[src/rtl/kwdt_pkg.sv]
package kwdt_pkg;

  // Timeout field width is fixed by the control word format.
  localparam int unsigned TMO_W = 16;

  // Byte addresses in the register window.
  localparam int unsigned ADR_CTRL = 4;
  localparam int unsigned ADR_CNT  = 8;
  localparam int unsigned ADR_SVC  = 14;

  // Control word bit positions (software decodes these).
  localparam int unsigned BIT_EN  = 2;
  localparam int unsigned BIT_ACT = 1;
  localparam int unsigned BIT_PRE = 0;

  // Service keys, in the order they must arrive.
  localparam logic [15:0] KEY_FIRST  = 16'h556C;
  localparam logic [15:0] KEY_SECOND = 16'hAA39;

  typedef enum logic {
    KS_IDLE  = 1'b0,
    KS_ARMED = 1'b1
  } key_state_e;

  typedef struct packed {
    logic [TMO_W-1:0] timeout;
    logic             enable;
    logic             act_reset;
    logic             prescale;
  } ctrl_s;

endpackage

[src/rtl/kwdt_regif.sv]
module kwdt_regif
  import kwdt_pkg::*;
#(
  parameter int ADDR_W = 4
) (
  input  logic              clk,
  input  logic              rst_n,
  input  logic              req_valid,
  input  logic              req_write,
  input  logic [ADDR_W-1:0] req_addr,
  input  logic [3:0]        req_be,
  input  logic [31:0]       req_wdata,
  input  ctrl_s             ctrl_q,
  input  logic [TMO_W-1:0]  cnt_q,
  output logic              ctrl_wr,
  output ctrl_s             ctrl_wfield,
  output logic              svc_wr,
  output logic [15:0]       svc_data,
  output logic              rsp_valid,
  output logic [31:0]       rsp_rdata
);

  localparam logic [ADDR_W-1:0] A_CTRL = ADDR_W'(ADR_CTRL);
  localparam logic [ADDR_W-1:0] A_CNT  = ADDR_W'(ADR_CNT);
  localparam logic [ADDR_W-1:0] A_SVC  = ADDR_W'(ADR_SVC);
  localparam int unsigned       PAD_W  = 32 - TMO_W;

  logic        wr_acc;
  logic        rd_acc;
  logic [31:0] rd_word;

  assign wr_acc = req_valid && req_write;
  assign rd_acc = req_valid && !req_write;

  // Control takes only full-word writes; service takes the low halfword lanes.
  assign ctrl_wr = wr_acc && (req_addr == A_CTRL) && (req_be == 4'hF);
  assign svc_wr  = wr_acc && (req_addr == A_SVC) && (req_be[1:0] == 2'b11);
  assign svc_data = req_wdata[15:0];

  assign ctrl_wfield.timeout   = req_wdata[31:32-TMO_W];
  assign ctrl_wfield.enable    = req_wdata[BIT_EN];
  assign ctrl_wfield.act_reset = req_wdata[BIT_ACT];
  assign ctrl_wfield.prescale  = req_wdata[BIT_PRE];

  always_comb begin
    rd_word = '0;
    if (req_addr == A_CTRL) begin
      rd_word[31:32-TMO_W] = ctrl_q.timeout;
      rd_word[BIT_EN]      = ctrl_q.enable;
      rd_word[BIT_ACT]     = ctrl_q.act_reset;
      rd_word[BIT_PRE]     = ctrl_q.prescale;
    end else if (req_addr == A_CNT) begin
      rd_word = {{PAD_W{1'b0}}, cnt_q};
    end
  end

  always_ff @(posedge clk or negedge rst_n) begin
    if (!rst_n) begin
      rsp_valid <= 1'b0;
      rsp_rdata <= '0;
    end else begin
      rsp_valid <= rd_acc;
      rsp_rdata <= rd_acc ? rd_word : '0;
    end
  end

endmodule

[src/rtl/kwdt_keyseq.sv]
module kwdt_keyseq
  import kwdt_pkg::*;
(
  input  logic        clk,
  input  logic        rst_n,
  input  logic        svc_wr,
  input  logic [15:0] svc_data,
  output logic        svc_ok
);

  key_state_e state_q;
  key_state_e state_d;

  always_comb begin
    svc_ok  = 1'b0;
    state_d = state_q;
    if (svc_wr) begin
      if ((state_q == KS_ARMED) && (svc_data == KEY_SECOND)) begin
        svc_ok  = 1'b1;
        state_d = KS_IDLE;
      end else if (svc_data == KEY_FIRST) begin
        state_d = KS_ARMED;
      end else begin
        state_d = KS_IDLE;
      end
    end
  end

  always_ff @(posedge clk or negedge rst_n) begin
    if (!rst_n) state_q <= KS_IDLE;
    else        state_q <= state_d;
  end

endmodule

[src/rtl/kwdt_ctrl_lock.sv]
module kwdt_ctrl_lock
  import kwdt_pkg::*;
(
  input  logic  clk,
  input  logic  rst_n,
  input  logic  ctrl_wr,
  input  ctrl_s ctrl_wfield,
  output ctrl_s ctrl_q,
  output logic  locked,
  output logic  start
);

  logic accept;

  assign accept = ctrl_wr && !locked;
  assign start  = accept && ctrl_wfield.enable;

  always_ff @(posedge clk or negedge rst_n) begin
    if (!rst_n) begin
      ctrl_q <= '0;
      locked <= 1'b0;
    end else if (accept) begin
      ctrl_q <= ctrl_wfield;
      locked <= 1'b1;
    end
  end

endmodule

[src/rtl/kwdt_countdown.sv]
module kwdt_countdown
  import kwdt_pkg::*;
#(
  parameter int PRESC_LOG2 = 16
) (
  input  logic             clk,
  input  logic             rst_n,
  input  logic             start,
  input  logic [TMO_W-1:0] start_tmo,
  input  logic             reload,
  input  ctrl_s            ctrl_q,
  output logic [TMO_W-1:0] cnt_q,
  output logic             rst_req,
  output logic             irq
);

  logic fired;
  logic running;
  logic pre_wrap;
  logic tick;

  assign running = ctrl_q.enable && !fired;

  generate
    if (PRESC_LOG2 > 0) begin : g_pre
      logic [PRESC_LOG2-1:0] pc_q;
      always_ff @(posedge clk or negedge rst_n) begin
        if (!rst_n)                pc_q <= '0;
        else if (start || reload)  pc_q <= '0;
        else if (running)          pc_q <= pc_q + 1'b1;
      end
      assign pre_wrap = &pc_q;
    end else begin : g_nopre
      assign pre_wrap = 1'b1;
    end
  endgenerate

  assign tick = !ctrl_q.prescale || pre_wrap;

  always_ff @(posedge clk or negedge rst_n) begin
    if (!rst_n) begin
      cnt_q   <= '0;
      fired   <= 1'b0;
      rst_req <= 1'b0;
      irq     <= 1'b0;
    end else begin
      rst_req <= 1'b0;
      if (start) begin
        cnt_q <= start_tmo;
        fired <= 1'b0;
      end else if (reload) begin
        cnt_q <= ctrl_q.timeout;
        fired <= 1'b0;
        irq   <= 1'b0;
      end else if (running && tick) begin
        if (cnt_q <= TMO_W'(1)) begin
          cnt_q <= '0;
          fired <= 1'b1;
          if (ctrl_q.act_reset) rst_req <= 1'b1;
          else                  irq     <= 1'b1;
        end else begin
          cnt_q <= cnt_q - 1'b1;
        end
      end
    end
  end

endmodule

[src/rtl/kwdt_top.sv]
module kwdt_top
  import kwdt_pkg::*;
#(
  parameter int ADDR_W     = 4,
  parameter int PRESC_LOG2 = 16
) (
  input  logic              clk,
  input  logic              rst_n,
  input  logic              req_valid,
  output logic              req_ready,
  input  logic              req_write,
  input  logic [ADDR_W-1:0] req_addr,
  input  logic [3:0]        req_be,
  input  logic [31:0]       req_wdata,
  output logic              rsp_valid,
  output logic [31:0]       rsp_rdata,
  output logic              wdt_rst_req,
  output logic              wdt_irq
);

  ctrl_s            ctrl_q;
  ctrl_s            ctrl_wfield;
  logic             ctrl_wr;
  logic             svc_wr;
  logic [15:0]      svc_data;
  logic             svc_ok;
  logic             locked;
  logic             start;
  logic             reload;
  logic [TMO_W-1:0] cnt_q;

  assign req_ready = 1'b1;
  assign reload    = svc_ok && ctrl_q.enable;

  kwdt_regif #(.ADDR_W(ADDR_W)) u_regif (
    .clk(clk), .rst_n(rst_n),
    .req_valid(req_valid), .req_write(req_write), .req_addr(req_addr),
    .req_be(req_be), .req_wdata(req_wdata),
    .ctrl_q(ctrl_q), .cnt_q(cnt_q),
    .ctrl_wr(ctrl_wr), .ctrl_wfield(ctrl_wfield),
    .svc_wr(svc_wr), .svc_data(svc_data),
    .rsp_valid(rsp_valid), .rsp_rdata(rsp_rdata)
  );

  kwdt_keyseq u_keyseq (
    .clk(clk), .rst_n(rst_n),
    .svc_wr(svc_wr), .svc_data(svc_data), .svc_ok(svc_ok)
  );

  kwdt_ctrl_lock u_lock (
    .clk(clk), .rst_n(rst_n),
    .ctrl_wr(ctrl_wr), .ctrl_wfield(ctrl_wfield),
    .ctrl_q(ctrl_q), .locked(locked), .start(start)
  );

  kwdt_countdown #(.PRESC_LOG2(PRESC_LOG2)) u_count (
    .clk(clk), .rst_n(rst_n),
    .start(start), .start_tmo(ctrl_wfield.timeout),
    .reload(reload), .ctrl_q(ctrl_q),
    .cnt_q(cnt_q), .rst_req(wdt_rst_req), .irq(wdt_irq)
  );

endmodule

[config.mk]
export PLATFORM = sky130hd
export DESIGN_NAME = kwdt_top
export DESIGN_NICKNAME = d
export VERILOG_FILES = /design/src/rtl/kwdt_pkg.sv /design/src/rtl/kwdt_regif.sv /design/src/rtl/kwdt_keyseq.sv /design/src/rtl/kwdt_ctrl_lock.sv /design/src/rtl/kwdt_countdown.sv /design/src/rtl/kwdt_top.sv
export SDC_FILE = /design/constraint.sdc
export NUM_CORES = 1
export LEC_CHECK = 0
export BUFFER_PORTS_ARGS = -buffer_cell sky130_fd_sc_hd__buf_4
export CAP_MARGIN = 10
export CORE_ASPECT_RATIO = 0.7
export CORE_MARGIN = 3
export CORE_UTILIZATION = 52
export CTS_BUF_LIST = sky130_fd_sc_hd__clkbuf_4
export DETAILED_ROUTE_END_ITERATION = 16
export GPL_TIMING_DRIVEN = 1
export PLACE_DENSITY = 0.9
export SETUP_SLACK_MARGIN = 0.4
export SKIP_CTS_REPAIR_TIMING = 1
export SYNTH_ARGS = -nofsm -noshare
export SYNTH_HDL_FRONTEND = slang
export SYNTH_SLANG_ARGS = --single-unit
[constraint.sdc]
create_clock -name clk -period 1.9 [get_ports clk]
set_input_delay 0.475 -clock clk [delete_from_list [all_inputs] [get_ports clk]]
set_output_delay 0.475 -clock clk [all_outputs]
set_load 0.005 [all_outputs]
==> results_dict.tcl, run 1 <==
set metrics [dict create \
    pwr-share-comb_pct 37.4 \
    fmax_mhz 448 \
    chipHeight_um 81.3 \
    crit_slowest_cell "or4_4" \
    multi_input_area_um2 2250 \
    finalCriticalPeriod_ps 2230 \
    drc 0 \
    ys_warn_count 0 \
    grt_max_degree 38 \
    design.core.area_um2 7580 \
    clock-root-buffer "clkbuf_4" \
    antenna_found_initial 0 \
    grt_overflow_total 0 \
    drt_iter0_drc 504 \
    clk_path_buf_depth 2 \
    syn-num-nets 437 \
    die_w_um 114 \
    die_area_um2 9230 \
    vias_per_cell 6.08 \
    wl_um 14100 \
    wl_per_cell_um 21.1 \
    seq_area_frac_synth_pct 52.9 \
    fill_cells 408 \
    dp_cells 640 \
    setup_viol 19 \
    syn_to_final_growth_pct 48.4 \
    synth_flop_cell "dfrtp_1" \
    grt_pass1_vias 3851 \
    drive_above_1_share_pct 48.7 \
    finClkSkew_ps 17.3 \
    post-dp-hpwl_um 9330 \
    synth.avg_cell_area_um2 10.8 \
    maxCapViolations 0 \
    power.leakage_nw 2.88 \
    cts_sinks 89 \
    power_switching_mw 1.87 \
    synthArstFlopShare_pct 100 \
    stdcell_count 668 \
    p_int_mw 3.58 \
    cts_tree "done" \
    postRouteAntennaNets 0 \
    endpoint_kind "register" \
    max_slew_margin_pct 58.6 \
    final_max_slew_viol_count 0 \
    synthesis.area_um2 4210 \
    portBuffers 78 \
    synth_cell_types 59 \
    min_period_over_period_pct 117 \
    cts_buffers 9 \
    insertion_delay_ps 470 \
    rsz0062_at_grt "true" \
    htreeDepth 3 \
    cpPeakStageDelay_ps 570 \
    path_common_cell "buf_6" \
    synth_top_cell_by_area "dfrtp_1" \
    firstDrtPassIters 5 \
    vias 4062 \
    synth-edff-count 0 \
    worst_pin_slew_ps 613 \
    hold_viol 0 \
    p_total_mw 5.45 \
    clk_pin_slew_ps 140 \
    start_kind "register" \
    violations "negative setup slack" \
    rows 26 \
    path_cells "or4_4 > nor4b_4 > o211a_4 > buf_6 > buf_6 > nor3_2 > a211oi_1 > o21ai_1" \
    setup_ws_ps -330 \
    path_max_fanout 4 \
    cp.arrival_ps 2600 \
    ff_latch_area_um2 2230 \
    ioPinCount 80 \
    tns_ps -4540 \
    p_seq_share_pct 43.0 \
    power_switching_share_pct 34.3 \
    ys_top_cells_by_area "dfrtp_1 (53%), mux2_2 (5.1%), and2_1 (4.5%)" \
    globalplace.congestion 0.976 \
    hp-class "in -> reg" \
    nets 611 \
    start_util_pct 55.6 \
    ys_seq_elements 89 \
    cellPowerDensity_nw_per_um2 871 \
    clockPowerShare_pct 19.6 \
    worstPathRequired_ps 2270 \
    status "complete, but fails checks" \
    ir_drop_uv 728 \
    syn_inst 390 \
    path_class "reg -> reg" \
    grt_usage_pct 28.1 \
    synth_top_area_share_pct 52.9 \
    grt_pass1_wl_um 19700 \
]
-- stage by stage --
step	instance area (um2)	utilization, %	hold slack (ps)	worst slack (ps)
2_1_floorplan	4390	-	179	-149
3_5_place_dp	5680	75.0	433	-360
5_1_grt	6250	82.5	219	-397
4_1_cts	5820	76.7	-85.7	-322
3_3_place_gp	5680	75.0	426	-233
6_report	6250	82.5	236	-330
-- registers in the layout (all words and copies together) (netlist names) --
signal and cells:
u_regif.rsp_rdata 32, u_lock.ctrl_q 19, u_count.cnt_q 16, u_count.g_pre.pc_q 16, u_count.fired 1, u_count.irq 1
u_count.rst_req 1, u_keyseq.state_q 1, u_lock.locked 1, u_regif.rsp_valid 1
-- layout by cell type (no fill, tap or decap), drive strengths merged, types with 2 or more instances in the layout --
master	n
xnor2	8
nand2	30
clkinv	3
and2	31
nand4	6
o311a	2
nand3	10
ha	3
o21ai	19
nor4	7
a22oi	6
and4	2
dfrtp	89
a211oi	4
and3	4
clkbuf	11
or4	3
mux2	19
or3	2
buf	177
nor4b	3
nor3	18
a21oi	13
nor2	39
clkinvlp	2
nand4b	2
o22ai	5
nor2b	2
o31ai	2
nand4bb	2
nor4bb	2
inv	4
xor2	12
nand2b	7
-- power groups by stage --
stage,sequential [mW],clock (mW),combinational [mW]
floorplan,2.37,0,0.739
global placement,2.35,0,1.58
detailed placement,2.36,0,1.66
CTS,2.33,1.07,1.68
global route,2.37,1.12,2.17
finish,2.34,1.07,2.04
-- metal layers --
layer,vias up,share of wire [%],global-route usage (%)
li1,1738,-,-
met1,1980,39,37.5
met2,274,47,44.7
met3,70,10,8.04
met4,0,3.6,9.36
met5,-,0,0
-- final cells by class --
type | count | share of cell area, %
Tap cell | 98 | 1.96
Clock inverter | 6 | 0.940
Antenna cell | 1 | 0.0400
Inverter | 4 | 0.240
Sequential cell | 89 | 35.6
Timing Repair Buffer | 179 | 24.0
Multi-Input combinational cell | 281 | 36.0
Clock buffer | 10 | 1.20
-- synth_stat cells, types with 3 or more instances --
cell,count
nand4_1,5
and3_1,4
and2_1,30
xor2_1,12
xnor2_1,8
buf_2,5
nand3_1,10
a211oi_1,4
buf_4,3
nor3_1,16
o21ai_0,19
clkbuf_1,6
inv_1,4
nand2b_1,7
dfrtp_1,89
mux2_2,19
o22ai_1,5
ha_1,3
nor4_1,4
nor2_1,39
nand2_1,30
a22oi_1,6
a21oi_1,13
-- cells by family (layout without fill, tap and decap cells) --
kind of cell	count (synthesis)	after routing	share of synthesized area [%]
multiplexers	20	20	5.32
flip-flops	89	89	52.9
buffers and inverters	20	199	2.55
adder cells (fa/ha/maj)	3	3	0.891
XOR/XNOR	20	20	4.16
AO/OA/AOI/OAI	62	62	10.1
AND/OR/NAND/NOR	175	175	24.0
other	1	2	0.0890
-- critical path, delay by kind of cell (launching register included) --
family | cells | cell delay (ps)
simple gates | 3 | 920
compound gates | 3 | 560
flops | 1 | 410
buf+inv | 2 | 220
-- path summary, 6_finish.rpt --
check                                              startpoint                               to  slack [ps]  depth (start not counted)
min in group asynchronous                               rst_n     u_count.cnt_q[1]$_DFFE_PN0P_         460                          2
worst max register to register   u_count.cnt_q[9]$_DFFE_PN0P_     u_count.cnt_q[8]$_DFFE_PN0P_        -330                          8
worst min-delay path                            req_wdata[25]    u_lock.ctrl_q[12]$_DFFE_PN0N_         240                          2
worst min register to register  u_lock.ctrl_q[14]$_DFFE_PN0N_  u_regif.rsp_rdata[27]$_DFF_PN0_         540                          1
worst max-delay path             u_count.cnt_q[9]$_DFFE_PN0P_     u_count.cnt_q[8]$_DFFE_PN0P_        -330                          8
max in group asynchronous                               rst_n     u_count.cnt_q[7]$_DFFE_PN0P_         870                          3
Note: power is estimated with default switching activity, not from simulation.
==> inputs of run 2 (changes only) <==
- ABC_CLOCK_PERIOD_IN_PS: default -> 1900
- CELL_PAD_IN_SITES_DETAIL_PLACEMENT: default -> 0
- CELL_PAD_IN_SITES_GLOBAL_PLACEMENT: default -> 1
- CORE_UTILIZATION: 52 -> 40
- PLACE_DENSITY: 0.9 -> 0.88
==> results_dict.tcl, run 2 (synthesis results as in run 1) <==
set metrics [dict create \
    firstDrtPassIters 4 \
    clk_pin_slew_ps 140 \
    postRouteAntennaNets 0 \
    hp-class "in -> reg" \
    r2r-start "u_count.cnt_q[8]$_DFFE_PN0P_" \
    startpoint "u_count.cnt_q[8]$_DFFE_PN0P_" \
    grt_pass1_wl_um 18300 \
    cts_sinks 89 \
    insertion_delay_ps 450 \
    crit_end "u_count.cnt_q[5]$_DFFE_PN0P_" \
    drt_iter0_drc 261 \
    status "complete, but fails checks" \
    layout_commonest_cell "buf_4" \
    wl_per_cell_um 16.9 \
    cellPowerDensity_nw_per_um2 818 \
    post-route-util_pct 61.9 \
    rsz0062_at_grt "true" \
    hold-worst-slack_ps 240 \
    reg.largest.list "u_regif.rsp_rdata (32), u_lock.ctrl_q (19)" \
    largest_reg_flops 32 \
    maxCapViolations 0 \
    path_max_fanout 5 \
    die_w_um 129 \
    path_class "reg -> reg" \
    portBuffers 78 \
    clock-root-buffer "clkbuf_4" \
    tns_ps -3240 \
    chipHeight_um 91.9 \
    pwr-share-comb_pct 36.1 \
    grt_usage_pct 19.5 \
    cp.arrival_ps 2480 \
    violations "negative setup slack" \
    p_int_mw 3.35 \
    worstPathRequired_ps 2240 \
    ir_drop_uv 529 \
    endpoint_kind "register" \
    crit_slowest_cell "or4_4" \
    p_seq_share_pct 45.9 \
    start_kind "register" \
    path_cells "or4_4 > nor4b_4 > o211a_4 > buf_6 > nor3_1 > a211oi_1 > o21ai_1" \
    cpPeakStageDelay_ps 560 \
    die_area_um2 11800 \
    setup_viol 19 \
    syn_to_final_growth_pct 46.7 \
    top_register "u_regif.rsp_rdata" \
    cts_tree "done" \
    grt_overflow_total 0 \
    n_antenna_cell 0 \
    vias_per_cell 5.24 \
    vias 3613 \
    power_switching_share_pct 33.9 \
    setup_ws_ps -243 \
    grt_pass1_vias 3701 \
    drc 0 \
    drive_above_1_share_pct 45.6 \
    worst_pin_slew_ps 506 \
    ioPinCount 80 \
    post-dp-hpwl_um 8490 \
    antenna_found_initial 0 \
    r2r_cells 7 \
    final_cell_mix "buf_4 (140), dfrtp_1 (89), nor2_1 (35), and2_1 (29), nand2_1 (28)" \
    power.leakage_nw 2.84 \
    cts_buffers 9 \
    rows 30 \
    fmax_mhz 467 \
    globalplace.congestion 0.882 \
    power_switching_mw 1.71 \
    finalCriticalPeriod_ps 2140 \
    max_slew_margin_pct 65.8 \
    wl_um 11700 \
    htreeDepth 3 \
    r2r_slack_ps -240 \
    r2r_end "u_count.cnt_q[5]$_DFFE_PN0P_" \
    finClkSkew_ps 16.1 \
    start_util_pct 42.2 \
    clockPowerShare_pct 18.0 \
    design.core.area_um2 9980 \
    final_max_slew_viol_count 0 \
    min_period_over_period_pct 113 \
    nets 603 \
    clk_path_buf_depth 2 \
    grt_max_degree 44 \
    hold_viol 0 \
]
-- run 2: metrics by stage --
step	cell area, um2	total power [mW]	cells	setup slack, ps
6_report	6180	5.06	689	-243
5_1_grt	6180	5.34	689	-278
4_1_cts	5740	4.87	675	-312
3_5_place_dp	5630	3.95	659	-359
3_3_place_gp	5630	3.87	659	-305
2_1_floorplan	4390	3.11	390	-149
-- run 2: area by class of cell --
class | instances | area (um2)
well taps | 128 | 160
repair buffers | 171 | 1470
clock buffers | 9 | 67.6
multi-input cells | 281 | 2200
inverters | 4 | 15.0
clock inverters | 7 | 46.3
fillers | 810 | 3800
flip-flops and latches | 89 | 2230
-- run 2: layer usage --
metal	global-route usage (%)	vias up	share of wire, %
li1	-	1725	-
met1	28.8	1770	49
met2	28.0	106	44
met3	5.82	12	6.2
met4	4.81	0	1.1
met5	0	-	0
-- run 2: power by group through the flow --
stage          registers (mW)  clock network (mW)  logic [mW]
6_report                 2.32               0.908        1.83
5_1_grt                  2.35                1.01        1.97
4_1_cts                  2.31               0.948        1.61
3_5_place_dp             2.35                   0        1.60
3_3_place_gp             2.33                   0        1.55
2_1_floorplan            2.37                   0       0.739
-- run 2: critical path, delay by kind of cell, from the launching register on --
kind	cells	cell delay, ps
simple gates	3	900
flops	1	430
compound gates	3	540
buf+inv	1	150
-- run 2: worst min-delay path by stage --
stage | from | endpoint | cells past startpoint
5_1_grt | req_wdata[17] | u_count.cnt_q[1]$_DFFE_PN0P_ | 3
3_5_place_dp | rst_n | u_regif.rsp_valid$_DFF_PN0_ | 1
6_report | req_wdata[26] | u_count.cnt_q[10]$_DFFE_PN0P_ | 3
2_1_floorplan | rst_n | u_count.cnt_q[0]$_DFFE_PN0P_ | 0
3_3_place_gp | rst_n | u_regif.rsp_valid$_DFF_PN0_ | 1
4_1_cts | rst_n | u_regif.rsp_valid$_DFF_PN0_ | 1
==> inputs of run 3 (changes only) <==
- SETUP_SLACK_MARGIN: 0.4 -> 0.02
==> results_dict.tcl, run 3 (synthesis results as in run 1) <==
set metrics [dict create \
    chipHeight_um 91.9 \
    power.leakage_nw 2.69 \
    min_period_over_period_pct 112 \
    wl_met1_um 5690 \
    design.core.area_um2 9980 \
    post-dp-hpwl_um 8550 \
    dp_cells 654 \
    violations "negative setup slack" \
    fill_cells 834 \
    status "complete, but fails checks" \
    cp.arrival_ps 2470 \
    globalplace.congestion 0.882 \
    final_cell_area_um2 5830 \
    htreeDepth 3 \
    final_max_slew_viol_count 0 \
    drt_iter0_drc 279 \
    finalCriticalPeriod_ps 2130 \
    grt_max_degree 48 \
    met2_length_um 5040 \
    start_util_pct 42.2 \
    start_kind "register" \
    final_cell_mix "buf_4 (154), dfrtp_1 (89), nor2_1 (37), and2_1 (29), nand2_1 (27)" \
    cts_tree "done" \
    maxCapViolations 0 \
    hold_viol 0 \
    routed.top_layer "met4" \
    grt_overflow_total 0 \
    antenna_found_initial 0 \
    drive_above_1_share_pct 42.2 \
    grt_usage_pct 20.0 \
    rsz0062_at_grt "true" \
    layout_commonest_cell "buf_4" \
    clk_pin_slew_ps 130 \
    worstPathRequired_ps 2240 \
    reg.largest.list "u_regif.rsp_rdata (32), u_lock.ctrl_q (19)" \
    path_max_fanout 7 \
    nets 592 \
    stdcell_count 676 \
    hold-worst-slack_ps 249 \
    grt_pass1_wl_um 18500 \
    portBuffers 78 \
    fmax_mhz 470 \
    endpoint_kind "register" \
    vias 3624 \
    rows 30 \
    placed_area_um2 5540 \
    top_register "u_regif.rsp_rdata" \
    max_slew_margin_pct 59.1 \
    cts_buffers 9 \
    vias_per_cell 5.36 \
    finClkSkew_ps 21.6 \
    wl_um 11600 \
    ir_drop_uv 440 \
    postRouteAntennaNets 0 \
    worst_pin_slew_ps 606 \
    firstDrtPassIters 5 \
    die_w_um 129 \
    drc 0 \
    clk_path_buf_depth 2 \
    insertion_delay_ps 450 \
    ioPinCount 80 \
    syn_to_final_growth_pct 38.4 \
    cts_sinks 89 \
    setup_viol 19 \
    grt_pass1_vias 3641 \
    preCtsSetupSlack_ps -330 \
    cellPowerDensity_nw_per_um2 860 \
    wl_met3_um 742 \
    setup_ws_ps -227 \
    path_class "reg -> reg" \
    clock-root-buffer "clkbuf_4" \
    hp-class "in -> reg" \
    die_area_um2 11800 \
    largest_reg_flops 32 \
    wl_per_cell_um 17.2 \
    post-route-util_pct 58.4 \
]
-- run 3: final timing paths --
check | start | to | slack (ps) | depth (start not counted)
max | u_count.cnt_q[8]$_DFFE_PN0P_ | u_count.cnt_q[6]$_DFFE_PN0P_ | -230 | 7
min | req_wdata[17] | u_count.cnt_q[1]$_DFFE_PN0P_ | 250 | 3
max reg2reg | u_count.cnt_q[8]$_DFFE_PN0P_ | u_count.cnt_q[6]$_DFFE_PN0P_ | -230 | 7
min reg2reg | u_count.fired$_DFFE_PN0P_ | u_count.fired$_DFFE_PN0P_ | 520 | 2
max in group asynchronous | rst_n | u_regif.rsp_rdata[7]$_DFF_PN0_ | 820 | 3
min in group asynchronous | rst_n | u_keyseq.state_q$_DFFE_PN0N_ | 430 | 2
-- run 3: metal layers --
| layer | vias to the layer above | global-route usage [%] |
|---|---|---|
| li1 | 1693 | - |
| met1 | 1766 | 29.7 |
| met2 | 146 | 28.5 |
| met3 | 19 | 5.59 |
| met4 | 0 | 5.59 |
| met5 | - | 0 |
-- run 3: final cells by class --
class | instances | area, um2 | area share (%)
diodes | 1 | 2.50 | 0.0429
clock buffers | 12 | 90.1 | 1.55
clock inverters | 1 | 30.0 | 0.515
inverters | 4 | 15.0 | 0.258
multi-input cells | 281 | 2070 | 35.4
flip-flops and latches | 89 | 2230 | 38.2
well taps | 128 | 160 | 2.75
repair buffers | 160 | 1240 | 21.3
-- run 3: worst max-delay path, cell delays in order, from the launching register on --
cell	delay, ps
dfrtp_1	410
or4_4	570
nor4b_4	340
o211a_4	260
buf_6	150
nor2_1	50
o21ai_1	140
a21oi_1	90
-- run 3: power breakdown --
group	switching, mW	internal (mW)
clock network	0.588	0.427
registers	0.181	2.13
logic	0.821	0.865
total	1.59	3.42
-- run 3: metrics by stage --
stage	setup TNS (ps)	power (mW)
2_1_floorplan	-1450	3.09
3_3_place_gp	-10660	3.83
3_5_place_dp	-11760	3.88
4_1_cts	-2990	4.90
5_1_grt	-4740	5.31
6_report	-3390	5.01
